**config.mk**
```make
export PLATFORM = sky130hd
export DESIGN_NAME = pwm_pair_stage
export DESIGN_NICKNAME = d
export VERILOG_FILES = /design/src/rtl/pwm_pair_pkg.sv /design/src/rtl/pp_dt_edge.sv /design/src/rtl/pp_flt_filter.sv /design/src/rtl/pp_fault_ctrl.sv /design/src/rtl/pwm_pair_stage.sv
export SDC_FILE = /design/constraint.sdc
export NUM_CORES = 1
export LEC_CHECK = 0
export BUFFER_PORTS_ARGS = -buffer_cell sky130_fd_sc_hd__buf_4
export CAP_MARGIN = 20
export CORE_MARGIN = 1
export CORE_UTILIZATION = 38
export DETAILED_ROUTE_END_ITERATION = 8
export HOLD_SLACK_MARGIN = 0.02
export PLACE_DENSITY_LB_ADDON = 0.15
export SLEW_MARGIN = 10
export SYNTH_ARGS = -nofsm -noshare
export SYNTH_HDL_FRONTEND = slang
export SYNTH_SLANG_ARGS = --single-unit
```
**constraint.sdc**
```tcl
create_clock -name clk -period 5 [get_ports clk]
set_input_delay 1 -clock clk [delete_from_list [all_inputs] [get_ports clk]]
set_output_delay 1 -clock clk [all_outputs]
set_load 0.02 [all_outputs]
```
**src/rtl/pwm_pair_pkg.sv**
```systemverilog
// Shared types for the PWM pair output stage.
package pwm_pair_pkg;

    typedef enum logic [1:0] {
        FLT_OFF      = 2'd0,
        FLT_EVEN_MAN = 2'd1,
        FLT_ALL_MAN  = 2'd2,
        FLT_ALL_AUTO = 2'd3
    } flt_mode_e;

    // Dead-time multiplier for a prescaler select code.
    function automatic logic [4:0] dt_mult(input logic [1:0] sel);
        case (sel)
            2'd0:    dt_mult = 5'd1;
            2'd1:    dt_mult = 5'd4;
            default: dt_mult = 5'd16;
        endcase
    endfunction

endpackage

```
**src/rtl/pp_dt_edge.sv**
```systemverilog
// Rising-edge delay for one channel.
// Output rises once the input has been high for `limit` clocks and falls with the input.
// A high pulse shorter than `limit` never appears on the output.
// Assumes: limit is quasi-static.
module pp_dt_edge #(
    parameter int LIM_W = 11
) (
    input  logic             clk,
    input  logic             rst_n,
    input  logic             din,
    input  logic [LIM_W-1:0] limit,
    output logic             dout
);

    logic [LIM_W-1:0] cnt_q;

    // Count the clocks the input has been high, saturating at the limit.
    always_ff @(posedge clk) begin
        if (!rst_n || !din)
            cnt_q <= '0;
        else if (cnt_q < limit)
            cnt_q <= cnt_q + 1'b1;
    end

    assign dout = din && (cnt_q >= limit);

    AST_DT_RISE_LATE: assert property (@(posedge clk) disable iff (!rst_n)
        ($past(rst_n) && dout && !$past(dout) && (limit != '0) && $stable(limit)) |-> $past(din));

endmodule

```
**src/rtl/pp_flt_filter.sv**
```systemverilog
// Sample filter for one fault input.
// The output changes only after FILT_LEN equal consecutive samples.
module pp_flt_filter #(
    parameter int FILT_LEN = 3
) (
    input  logic clk,
    input  logic rst_n,
    input  logic din,
    output logic dout
);

    logic [FILT_LEN-1:0] sr_q;
    logic                filt_q;

    // Shift in samples and update the output when all of them agree.
    always_ff @(posedge clk) begin
        if (!rst_n) begin
            sr_q   <= '0;
            filt_q <= 1'b0;
        end else begin
            sr_q <= {sr_q[FILT_LEN-2:0], din};
            if (&sr_q)
                filt_q <= 1'b1;
            else if (~|sr_q)
                filt_q <= 1'b0;
        end
    end

    assign dout = filt_q;

endmodule

```
**src/rtl/pp_fault_ctrl.sv**
```systemverilog
// Fault detection, sticky flag and shutdown hold for one channel pair.
// Produces a per-channel shutdown request.
// Assumes: fault_clr and period_start are single-cycle pulses.
module pp_fault_ctrl
    import pwm_pair_pkg::*;
#(
    parameter int NF       = 4,
    parameter int FILT_LEN = 3
) (
    input  logic          clk,
    input  logic          rst_n,
    input  logic [NF-1:0] fault_in,
    input  logic [NF-1:0] fault_en,
    input  logic [NF-1:0] fault_low,
    input  logic [NF-1:0] fault_filt,
    input  flt_mode_e     mode,
    input  logic          pair_en,
    input  logic          fault_clr,
    input  logic          period_start,
    output logic [1:0]    shut,
    output logic          flag
);

    logic [NF-1:0] filt_v;
    logic [NF-1:0] active;
    logic          any_fault;
    logic          flag_q;
    logic          hold_q;
    logic          release_ok;
    logic          shut_all;

    for (genvar k = 0; k < NF; k++) begin : g_in
        pp_flt_filter #(.FILT_LEN(FILT_LEN)) u_filt (
            .clk  (clk),
            .rst_n(rst_n),
            .din  (fault_in[k]),
            .dout (filt_v[k])
        );
        // Choose the raw or filtered path, then apply the input's active level and enable.
        assign active[k] = fault_en[k] & ((fault_filt[k] ? filt_v[k] : fault_in[k]) ^ fault_low[k]);
    end

    assign any_fault  = (|active) && (mode != FLT_OFF);
    assign release_ok = (mode == FLT_ALL_AUTO) ? period_start : fault_clr;

    // Sticky flag: set by any fault, cleared by an explicit clear once the faults are gone.
    always_ff @(posedge clk) begin
        if (!rst_n)
            flag_q <= 1'b0;
        else if (any_fault)
            flag_q <= 1'b1;
        else if (fault_clr)
            flag_q <= 1'b0;
    end

    // Shutdown hold: released by a period start (automatic) or a clear (manual).
    always_ff @(posedge clk) begin
        if (!rst_n || mode == FLT_OFF)
            hold_q <= 1'b0;
        else if (any_fault)
            hold_q <= 1'b1;
        else if (release_ok)
            hold_q <= 1'b0;
    end

    assign shut_all = (any_fault | hold_q) & pair_en;
    assign shut[0]  = shut_all;
    assign shut[1]  = shut_all & (mode != FLT_EVEN_MAN);
    assign flag     = flag_q;

    AST_FLAG_STICKY: assert property (@(posedge clk) disable iff (!rst_n)
        (flag_q && !fault_clr) |=> flag_q);
    AST_MAN_HOLD: assert property (@(posedge clk) disable iff (!rst_n)
        (hold_q && (mode == FLT_ALL_MAN || mode == FLT_EVEN_MAN) && !fault_clr) |=> hold_q);
    AST_AUTO_HOLD: assert property (@(posedge clk) disable iff (!rst_n)
        (hold_q && mode == FLT_ALL_AUTO && !period_start) |=> hold_q);

endmodule

```
**src/rtl/pwm_pair_stage.sv**
```systemverilog
// Output stage for one complementary PWM channel pair.
// The stages, in order, are: complement, dead time, inversion, software override, mask,
// fault shutdown, polarity. The final pin level is registered.
// Assumes: configuration inputs are quasi-static, and the even channel is bit 0.
module pwm_pair_stage
    import pwm_pair_pkg::*;
#(
    parameter int DT_W     = 6,
    parameter int NF       = 4,
    parameter int FILT_LEN = 3
) (
    input  logic            clk,
    input  logic            rst_n,
    input  logic            ref_pwm,
    input  logic            period_start,
    input  logic            comp_en,
    input  logic            dt_en,
    input  logic [1:0]      dt_pre,
    input  logic [DT_W-1:0] dt_val,
    input  logic            inv_en,
    input  logic [1:0]      sw_en,
    input  logic [1:0]      sw_val,
    input  logic [1:0]      out_mask,
    input  logic [1:0]      pol,
    input  logic [1:0]      init_val,
    input  logic [NF-1:0]   fault_in,
    input  logic [NF-1:0]   fault_en,
    input  logic [NF-1:0]   fault_low,
    input  logic [NF-1:0]   fault_filt,
    input  logic [1:0]      fault_mode,
    input  logic            fault_pair_en,
    input  logic            fault_clr,
    output logic [1:0]      pin,
    output logic            fault_flag
);

    localparam int LIM_W = DT_W + 5;

    logic [LIM_W-1:0] dt_lim;
    logic [1:0]       base;
    logic [1:0]       dt_out;
    logic [1:0]       val;
    logic [1:0]       shut;
    logic [1:0]       pin_d;
    logic [1:0]       pin_q;

    // Dead-time length in clocks: count multiplied by the prescale factor.
    assign dt_lim = dt_en ? (LIM_W'(dt_val) * LIM_W'(dt_mult(dt_pre))) : '0;

    assign base[0] = ref_pwm;
    assign base[1] = comp_en ? ~ref_pwm : ref_pwm;

    pp_fault_ctrl #(.NF(NF), .FILT_LEN(FILT_LEN)) u_fault (
        .clk         (clk),
        .rst_n       (rst_n),
        .fault_in    (fault_in),
        .fault_en    (fault_en),
        .fault_low   (fault_low),
        .fault_filt  (fault_filt),
        .mode        (flt_mode_e'(fault_mode)),
        .pair_en     (fault_pair_en),
        .fault_clr   (fault_clr),
        .period_start(period_start),
        .shut        (shut),
        .flag        (fault_flag)
    );

    for (genvar g = 0; g < 2; g++) begin : g_ch
        pp_dt_edge #(.LIM_W(LIM_W)) u_dt (
            .clk  (clk),
            .rst_n(rst_n),
            .din  (base[g]),
            .limit(dt_lim),
            .dout (dt_out[g])
        );

        // Priority chain from inversion up to polarity.
        always_comb begin
            val[g] = dt_out[g] ^ inv_en;
            if (sw_en[g])
                val[g] = sw_val[g];
            if (out_mask[g] || shut[g])
                val[g] = 1'b0;
            pin_d[g] = val[g] ^ pol[g];
        end

        AST_MASK_INACTIVE: assert property (@(posedge clk) disable iff (!rst_n)
            ($past(rst_n) && $past(out_mask[g])) |-> (pin[g] == $past(pol[g])));
        AST_FAULT_INACTIVE: assert property (@(posedge clk) disable iff (!rst_n)
            ($past(rst_n) && $past(shut[g])) |-> (pin[g] == $past(pol[g])));
    end

    // Output register: loads the initial state during reset.
    always_ff @(posedge clk) begin
        if (!rst_n)
            pin_q <= init_val ^ pol;
        else
            pin_q <= pin_d;
    end

    assign pin = pin_q;

endmodule

```
Word-level counts from Yosys, hierarchy flattened
Index checks and enable logic that the tools add are counted.
{"block": "word_totals", "register_bits": 42, "latchBits": 0, "mem_bits_rw": 0, "mem_bits_ro": 0, "input_bits": 45, "out_inout_bits": 3, "elab_cells": 94, "memories": 0}
{"block": "op_classes", "n_addsub": 2, "n_mul": 1, "div_mod_pow": 0, "n_lt_le_gt_ge": 4, "n_eq_ne": 7, "shift": 0, "muxes": 25, "bitwise": 17, "reduce_logical": 25}
{"op": "$add 11x1->11 const B", "count": 2}
{"op": "$ge 11x11->1", "count": 2}
{"op": "$lt 11x11->1", "count": 2}
{"op": "$mux 1", "count": 22}
{"op": "$reduce_and 3->1", "count": 4}
{"op": "$reduce_or 3->1", "count": 4}
{"op": "$mul 6x5->11", "count": 1}
{"op": "$mux 11", "count": 1}
{"op": "$pmux 5 s2", "count": 1}
{"op": "$ne 2x2->1 const B", "count": 4}
{"op": "$xor 1x1->1", "count": 8}
{"op": "$and 1x1->1", "count": 6}
{"op": "$reduce_bool 2->1", "count": 3}
{"op": "$logic_or 1x1->1", "count": 5}
{"op": "$logic_not 2->1", "count": 2}
{"op": "$reduce_or 4->1", "count": 1}
{"op": "$logic_and 1x1->1", "count": 3}
{"op": "$logic_not 1->1", "count": 3}
{"op": "$eq 2x1->1 const B", "count": 1}
{"op": "$eq 2x2->1 const B", "count": 1}
{"op": "$mux 2", "count": 1}
{"op": "$ne 2x1->1 const B", "count": 1}
{"op": "$xor 2x2->2", "count": 1}
{"op": "$not 1->1", "count": 1}
{"op": "$or 1x1->1", "count": 1}

Longest topological paths before layout
Gate-level depths: netlist (run 1).
{"block": "logic_depth", "depth_word": 12, "mapped_depth": 22, "ltp_nobuf": 21}

Modules after synthesis
Synthesis (run 1) repeated with hierarchy kept, for this count alone.
{"block": "hier_totals", "hier_cells": 380, "hier_area_um2": 3163.0}
{"module": "pp_dt_edge", "instances": 2, "cells_each": 99, "area_each_um2": 797.0}
{"module": "pwm_pair_stage", "instances": 1, "cells_each": 103, "area_each_um2": 839.6}
{"module": "pp_flt_filter", "instances": 4, "cells_each": 11, "area_each_um2": 120.1}
{"module": "pp_fault_ctrl", "instances": 1, "cells_each": 35, "area_each_um2": 249.0}

Worst setup path before layout (run 1)
OpenSTA, ideal clock, no wires.
{"block": "synth_timing", "path_kind": "input to register", "start": "in dt_pre[0]", "end": "reg g_ch[0].u_dt.cnt_q[9]", "setup_ps": 71, "t_arrival_ps": 4916, "setup_slack_ps": 14, "path_stages": 22, "n_path_buf": 1, "path_cell_list": "nor2b_1 -> and2_1 -> ha_1 -> ha_1 -> ha_1 -> ha_1 -> nor2b_1 -> o21ai_0 -> nand2b_1 -> a21o_1 -> a21oi_1 -> xnor2_1 -> nand2_1 -> ha_1 -> a21o_1 -> a21oi_2 -> a21boi_2 -> and2_1 -> buf_6 -> nand3_2 -> or3_1 -> a21oi_1"}
{"block": "synth_via", "elab_chain_len": 5, "elab_cells_between_ends": 6, "cone_classes": "1 x mul; 1 x order compare; 1 x eq/ne; 2 x mux; 1 x reduce/logical"}
{"item": "start: declaration", "line_no": "pwm_pair_stage.sv:18", "text": "input logic [1:0] dt_pre,"}
{"item": "$eq 2x1->1 or $logic_not 2->1 (tied branches)", "line_no": "pwm_pair_pkg.sv:13", "text": "case (sel)"}
{"item": "$pmux 5 s2 *", "line_no": "pwm_pair_pkg.sv:13"}
{"item": "$mul 6x5->11 *", "line_no": "pwm_pair_stage.sv:48", "text": "assign dt_lim = dt_en ? (LIM_W'(dt_val) * LIM_W'(dt_mult(dt_pre))) : '0;"}
{"item": "$mux 11 *", "line_no": "pwm_pair_stage.sv:48"}
{"item": "$lt 11x11->1 *", "line_no": "pp_dt_edge.sv:21", "text": "else if (cnt_q < limit)"}
{"item": "end signal: assignment", "line_no": "pp_dt_edge.sv:22", "text": "cnt_q <= cnt_q + 1'b1;"}
{"item": "end: declaration", "line_no": "pp_dt_edge.sv:15", "text": "logic [LIM_W-1:0] cnt_q;"}
Mark *: on every way between the ends. The rest lies on a longest branch, timed or not.
A chain may end at the register's enable or synchronous reset.

Worst setup path after layout (run 1)
{"block": "layout_timing", "start": "in dt_pre[0]", "end": "reg pin_q[0], in the netlist pin[0]"}
{"block": "layout_via", "elab_chain_len": 11, "elab_cells_between_ends": 12, "cone_classes": "1 x mul; 1 x order compare; 1 x eq/ne; 5 x mux; 2 x bitwise; 2 x reduce/logical"}
{"item": "$eq 2x1->1 or $logic_not 2->1 (tied branches)", "line_no": "pwm_pair_pkg.sv:13"}
{"item": "$pmux 5 s2 *", "line_no": "pwm_pair_pkg.sv:13"}
{"item": "$mul 6x5->11 *", "line_no": "pwm_pair_stage.sv:48"}
{"item": "$mux 11 *", "line_no": "pwm_pair_stage.sv:48"}
{"item": "$ge 11x11->1 *", "line_no": "pp_dt_edge.sv:25", "text": "assign dout = din && (cnt_q >= limit);"}
{"item": "$logic_and 1x1->1 *", "line_no": "pp_dt_edge.sv:25"}
{"item": "$xor 1x1->1 *", "line_no": "pwm_pair_stage.sv:79", "text": "val[g] = dt_out[g] ^ inv_en;"}
{"item": "$mux 1 *", "line_no": "pwm_pair_stage.sv:80", "text": "if (sw_en[g])"}
{"item": "$mux 1 *", "line_no": "pwm_pair_stage.sv:82", "text": "if (out_mask[g] || shut[g])"}
{"item": "$xor 1x1->1 *", "line_no": "pwm_pair_stage.sv:84", "text": "pin_d[g] = val[g] ^ pol[g];"}
{"item": "$mux 2 *", "line_no": "pwm_pair_stage.sv:95", "text": "if (!rst_n)"}
{"item": "end signal: assignment", "line_no": "pwm_pair_stage.sv:96", "text": "pin_q <= init_val ^ pol;"}
{"item": "end signal: assignment", "line_no": "pwm_pair_stage.sv:98", "text": "pin_q <= pin_d;"}
{"item": "end: declaration", "line_no": "pwm_pair_stage.sv:45", "text": "logic [1:0] pin_q;"}
Marks and branches as above.

==> results of run 1 <==
[logic make-up (layout without fill, tap and decap cells)]
group / Yosys count / in the layout / share of synthesized area (%)
buf+inv: 16 / 81 / 2.26
simple gates: 150 / 150 / 25.8
mux: 6 / 6 / 1.97
compound gates: 65 / 65 / 13.9
xor+xnor: 30 / 30 / 8.61
flops: 42 / 42 / 27.6
fa+ha+maj: 48 / 48 / 19.9
[power groups by stage]
stage	Combinational (mW)	Sequential, mW	Clock, mW
floorplan	0.114	0.363	0
global placement	0.188	0.360	0
detailed placement	0.191	0.360	0
CTS	0.193	0.352	0.284
global route	0.223	0.354	0.297
finish	0.200	0.352	0.276
[path summary, 6_finish.rpt]
check / startpoint / cells past startpoint / endpoint
hold / removal: u_fault.g_in[0].u_filt.sr_q[2] / 2 / u_fault.g_in[0].u_filt.dout
hold reg to reg: u_fault.g_in[0].u_filt.sr_q[2] / 2 / u_fault.g_in[0].u_filt.dout
setup reg to reg: g_ch[0].u_dt.cnt_q[4] / 8 / pin[0]
setup / recovery: dt_pre[0] / 20 / pin[0]
[repair_timing]
action	CTS	global route
gates resized for setup	3	11
pin swaps	1	5
setup endpoints to repair	1	12
setup buffers	0	1
gates cloned	0	0
endpoints found under the hold margin	0	0
[metrics by stage]
stage	instances	hold slack, ns
after detailed placement	515	0.447
after CTS	523	0.458
after floorplan	357	0.426
final	524	0.448
after global routing	524	0.476
after global placement	515	0.443
[cells in the mapped netlist, drive strengths merged, types with 3 or more instances]
master	number	area share [%]
and2	31	6.4
a31oi	3	0.62
xnor2	14	4.0
o21a	5	1.2
a21o	7	1.7
dfxtp	42	28
ha	47	19
and4	3	0.86
nand2	34	4.2
o21ai	16	2.7
xor2	16	4.6
or3	3	0.62
a21oi	19	3.4
clkbuf	6	0.74
inv	8	0.98
nand3	15	2.6
nor2b	8	1.6
mux2i	6	2.0
and3	7	1.4
nand2b	6	1.2
nor2	26	3.2
a21boi	7	2.0
nand4	6	1.2
nor3	5	0.82
[critical path, stage by stage]
cell      delay, ns
buf_4          0.11
nor2b_2        0.17
and2_1         0.16
ha_1           0.29
ha_1           0.29
ha_1           0.29
ha_1           0.32
nor2b_1        0.14
o21a_1         0.17
o41a_1         0.34
xor2_2         0.17
nand2_2        0.10
ha_4           0.29
and4_1         0.22
a211oi_1       0.07
a31oi_2        0.18
nor3b_1        0.07
a2111o_1       0.40
a21oi_2        0.15
xnor2_1        0.12
[layout make-up]
type	instances	area [sq um]	share of cell area (%)
multi-input combinational	299	2240	58.4
sequential	42	841	21.9
timing repair buffer	65	488	12.7
tap	102	128	3.32
clock buffer	5	68.8	1.79
clock inverter	3	43.8	1.14
inverter	8	30.0	0.782
[registers in the layout, indices dropped and copies added (netlist names)]
name                      flops
u_fault.g_in.u_filt.sr_q     12
u_fault.hold_q                1
u_fault.flag                  1
u_fault.g_in.u_filt.dout      4
pin                           2
g_ch.u_dt.cnt_q              22
[layer usage]
metal,up-vias,GRT usage (%),share of wire (%)
li1,1379,-,-
met1,1227,20.4,47
met2,40,27.8,47
met3,9,4.02,4.1
met4,0,4.63,1.2
met5,-,0,0
==> flow_summary.yaml, run 1 <==
sta:
  relSlewSlack_pct: 71.7
  min_period_ns: 4.84
  tightest_slew_ns: 0.424
  finalSetupTns_ns: 0
  fmax_ghz: 0.207
  drv_slew: 0
  setup_viol: 0
  setup_ws_ns: 0.165
  period_share_pct: 96.7
  finalHoldViolCount: 0
  clock_skew_ns: 0.0114
setup_path:
  endpoint_kind: "register"
  cp-start-kind: "input port"
  r2r_slack_ns: 2.83
  cp_data_arrival_time_ns: 5.06
  path_class: "input port to register"
  path_max_fanout: 5
  crit_required_ns: 5.22
grt:
  antenna_found_initial: 0
  grtUsageTotal_pct: 16.4
  grt_pass1_wl_mm: 11.1
  grt_pass1_vias: 2559
  grt-ovfl-total: 0
  grt_max_degree: 25
place:
  port_buffers: 47
  dp_hpwl_mm: 5.30
  dp_slack_ns: -0.394
  placed_cell_area_sq_um: 3620
  place.gp.congestion: 0.754
layout:
  design_area_sq_um: 3840
  layout-drive-gt1-share_pct: 21.6
  layout_common_cells: "65 x buf_4, 42 x ha_1, 42 x dfxtp_1, 33 x nand2_1, 31 x and2_1"
  n_antenna_cell: 0
  fillers: 756
  utilization_pct: 49.7
  layout.nets: 514
  syn2layout_area_growth_pct: 25.9
  mostFrequentLayoutCell: "buf_4"
clock_tree:
  htreeDepth: 2
  cts_tree: "done"
  clkSlewWorstSetupHoldPaths_ns: 0.08
  cts_buffers: 5
  cts_root_buf: "clkbuf_8"
  insertion_delay_ns: 0.30
  cts_num_sinks: 42
  cts_buffer_depth: 2
  holdBufCountCts: 0
power:
  p_switching_mw: 0.229
  ir_worst_vdd_uv: 116
  pwr-share-seq_pct: 42.6
  power_frac_comb_pct: 24.1
  p_leak_nw: 1.73
  p_sw_share_pct: 27.7
  clkPwrFrac_pct: 33.3
  power.total_mw: 0.828
  p_int_mw: 0.598
  power_density_nw_per_um2: 215
die:
  die_width_um: 91.6
  initial_core_util_pct: 39.5
  io_pins: 48
  die_area_sq_um: 8390
  coreArea_sq_um: 7730
  die_h_um: 91.6
  num_rows: 32
yosys:
  synth-edff-count: 0
  avgSynthCellArea_sq_um: 8.54
  synth_area_sq_um: 3050
  ys_warn_count: 0
  synth_seq_cells: 42
  yosysUniqueCellTypes: 40
  yosys_most_used_dff: "dfxtp_1"
  ys_seq_area_share_pct: 27.6
  synthCells: 357
  async_flop_share_pct: 0
  syn_nets: 450
routing:
  ant_nets: 0
  vias_per_cell: 5.07
  avgRoutedWirePerCell_um: 12.9
  drt_first_pass_iters: 4
  drcViolationCount: 0
  drt_iter0_drc: 54
  drt-total-wl_mm: 6.74
  via_count: 2655
outcome:
  status: "completed"
worst_hold_path:
  min_path_type: "register to register"
flow_run:
  drv_cap: 0
(Power assumes the default switching activity.)
==> run 2: changes to the inputs <==
--- a/config.mk
+++ b/config.mk
@@ -5,11 +5,11 @@
 export SDC_FILE = /design/constraint.sdc
 export NUM_CORES = 1
 export LEC_CHECK = 0
-export BUFFER_PORTS_ARGS = -buffer_cell sky130_fd_sc_hd__buf_4
 export CAP_MARGIN = 20
 export CORE_MARGIN = 1
 export CORE_UTILIZATION = 38
 export DETAILED_ROUTE_END_ITERATION = 8
+export DONT_BUFFER_PORTS = 1
 export HOLD_SLACK_MARGIN = 0.02
 export PLACE_DENSITY_LB_ADDON = 0.15
 export SLEW_MARGIN = 10
==> flow_summary.yaml, run 2 (synthesis gave the netlist of run 1 again) <==
outcome:
  status: "completed"
sta:
  period_share_pct: 96.3
  fmax_ghz: 0.208
  drv_slew: 0
  min_period_ns: 4.81
  finalHoldViolCount: 0
  tightest_slew_ns: 0.429
  relSlewSlack_pct: 71.4
  clock_skew_ns: 0.00856
  rsz0062_at_grt: "yes"
  setup_viol: 0
setup_path:
  cp-start-kind: "input port"
  path_class: "input port to register"
  crit_required_ns: 5.22
  cp_data_arrival_time_ns: 5.03
  reg2reg_to: "pin[0]"
  rr_startpoint: "g_ch[0].u_dt.cnt_q[6]"
  path_max_fanout: 4
  reg2reg_depth: 8
  r2r_slack_ns: 2.83
  endpoint_kind: "register"
  crit_start: "dt_pre[0]"
place:
  port_buffers: 0
  dp_hpwl_mm: 5.05
  post-place-cells: 464
  placed_cell_area_sq_um: 3240
  place.gp.congestion: 0.754
die:
  initial_core_util_pct: 39.5
  die_h_um: 91.6
  io_pins: 48
  die_area_sq_um: 8390
  coreArea_sq_um: 7730
  num_rows: 32
  die_width_um: 91.6
layout:
  layout-drive-gt1-share_pct: 10.2
  layout_common_cells: "44 x ha_1, 42 x dfxtp_1, 34 x nand2_1, 31 x and2_1, 25 x nor2_1"
  top_register: "g_ch.u_dt.cnt_q"
  mostFrequentLayoutCell: "ha_1"
  design_area_sq_um: 3410
  syn2layout_area_growth_pct: 11.8
  layout.nets: 464
  fin_cells: 474
  largest_register_ff_count: 22
  n_antenna_cell: 0
  utilization_pct: 44.1
power:
  ir_worst_vdd_uv: 115
  power.total_mw: 0.721
  power_density_nw_per_um2: 211
  p_leak_nw: 1.48
clock_tree:
  cts_root_buf: "clkbuf_8"
  insertion_delay_ns: 0.29
  holdBufCountCts: 0
  cts_buffers: 5
  cts_tree: "done"
  cts_num_sinks: 42
  clkSlewWorstSetupHoldPaths_ns: 0.08
  cts_buffer_depth: 2
  htreeDepth: 2
grt:
  grt_max_degree: 25
  grtUsageTotal_pct: 15.9
  grt-ovfl-total: 0
  grt_pass1_vias: 2400
  antenna_found_initial: 0
  grt_pass1_wl_mm: 10.8
routing:
  drt-total-wl_mm: 6.26
  drt_iter0_drc: 50
  via_count: 2440
  ant_nets: 0
  avgRoutedWirePerCell_um: 13.2
  drcViolationCount: 0
  drt_first_pass_iters: 4
  vias_per_cell: 5.15
worst_hold_path:
  hold_end: "u_fault.g_in[1].u_filt.dout"
  hold_path.startpoint: "u_fault.g_in[1].u_filt.sr_q[2]"
  min_path_type: "register to register"
  min_path_cells: 2
flow_run:
  drv_cap: 0
## run 2: worst max path at each step
stage / end / slack [ns]
after floorplan: g_ch[0].u_dt.cnt_q[9] / 0.01
after global placement: pin[0] / -0.28
after detailed placement: pin[0] / -0.32
after CTS: pin[0] / 0.002
after global routing: pin[0] / -0.02
final: pin[0] / 0.19
## run 2: metal layers
layer / global-route usage (%) / routed length, um / up-vias
li1: - / - / 1281
met1: 21.0 / 3060 / 1124
met2: 26.8 / 2900 / 33
met3: 3.69 / 271 / 2
met4: 1.98 / 23 / 0
met5: 0 / 0 / -
## run 2: worst max-delay path, cell delays in order
cell and delay (ns):
nor2b_2 0.15, buf_4 0.13, and2_1 0.15, ha_1 0.29, ha_1 0.30, ha_1 0.29
a21o_1 0.18, a21oi_2 0.16, nor2b_1 0.06, o21a_1 0.17, o41a_1 0.32, xor2_1 0.19
nand2_1 0.15, ha_4 0.31, and4_1 0.22, a211oi_1 0.06, a31oi_1 0.23, nor3b_1 0.08
a2111o_1 0.33, a21oi_2 0.16, xnor2_1 0.12
## run 2: cell type report
cell class | count | area, sq um
clock buffer | 6 | 72.6
sequential | 42 | 841
fill | 747 | 4320
clock inverter | 2 | 13.8
multi-input combinational | 299 | 2210
inverter | 8 | 30.0
tap | 102 | 128
timing repair buffer | 15 | 113
## run 2: metrics by stage
stage                     setup TNS [ns]  hold slack [ns]  setup slack [ns]
final                                  0            0.447             0.186
after global routing             -0.0184            0.486           -0.0184
after CTS                              0            0.454           0.00247
after detailed placement           -1.36            0.442            -0.321
after global placement             -1.06            0.433            -0.280
after floorplan                        0            0.426            0.0137
## run 2: what timing repair did
action                                  in CTS  in global routing
endpoints found under the setup margin       1                 11
pin swaps                                    1                  8
buffers inserted                             0                  2
resized for setup                            1                 10
## run 2: power breakdown
group	internal (mW)	total [mW]	switching, mW	leakage [nW]
combinational	0.0737	0.149	0.0757	1.09
clock	0.0987	0.215	0.116	0.0452
sequential	0.346	0.357	0.0114	0.342
total	0.518	0.721	0.203	1.48
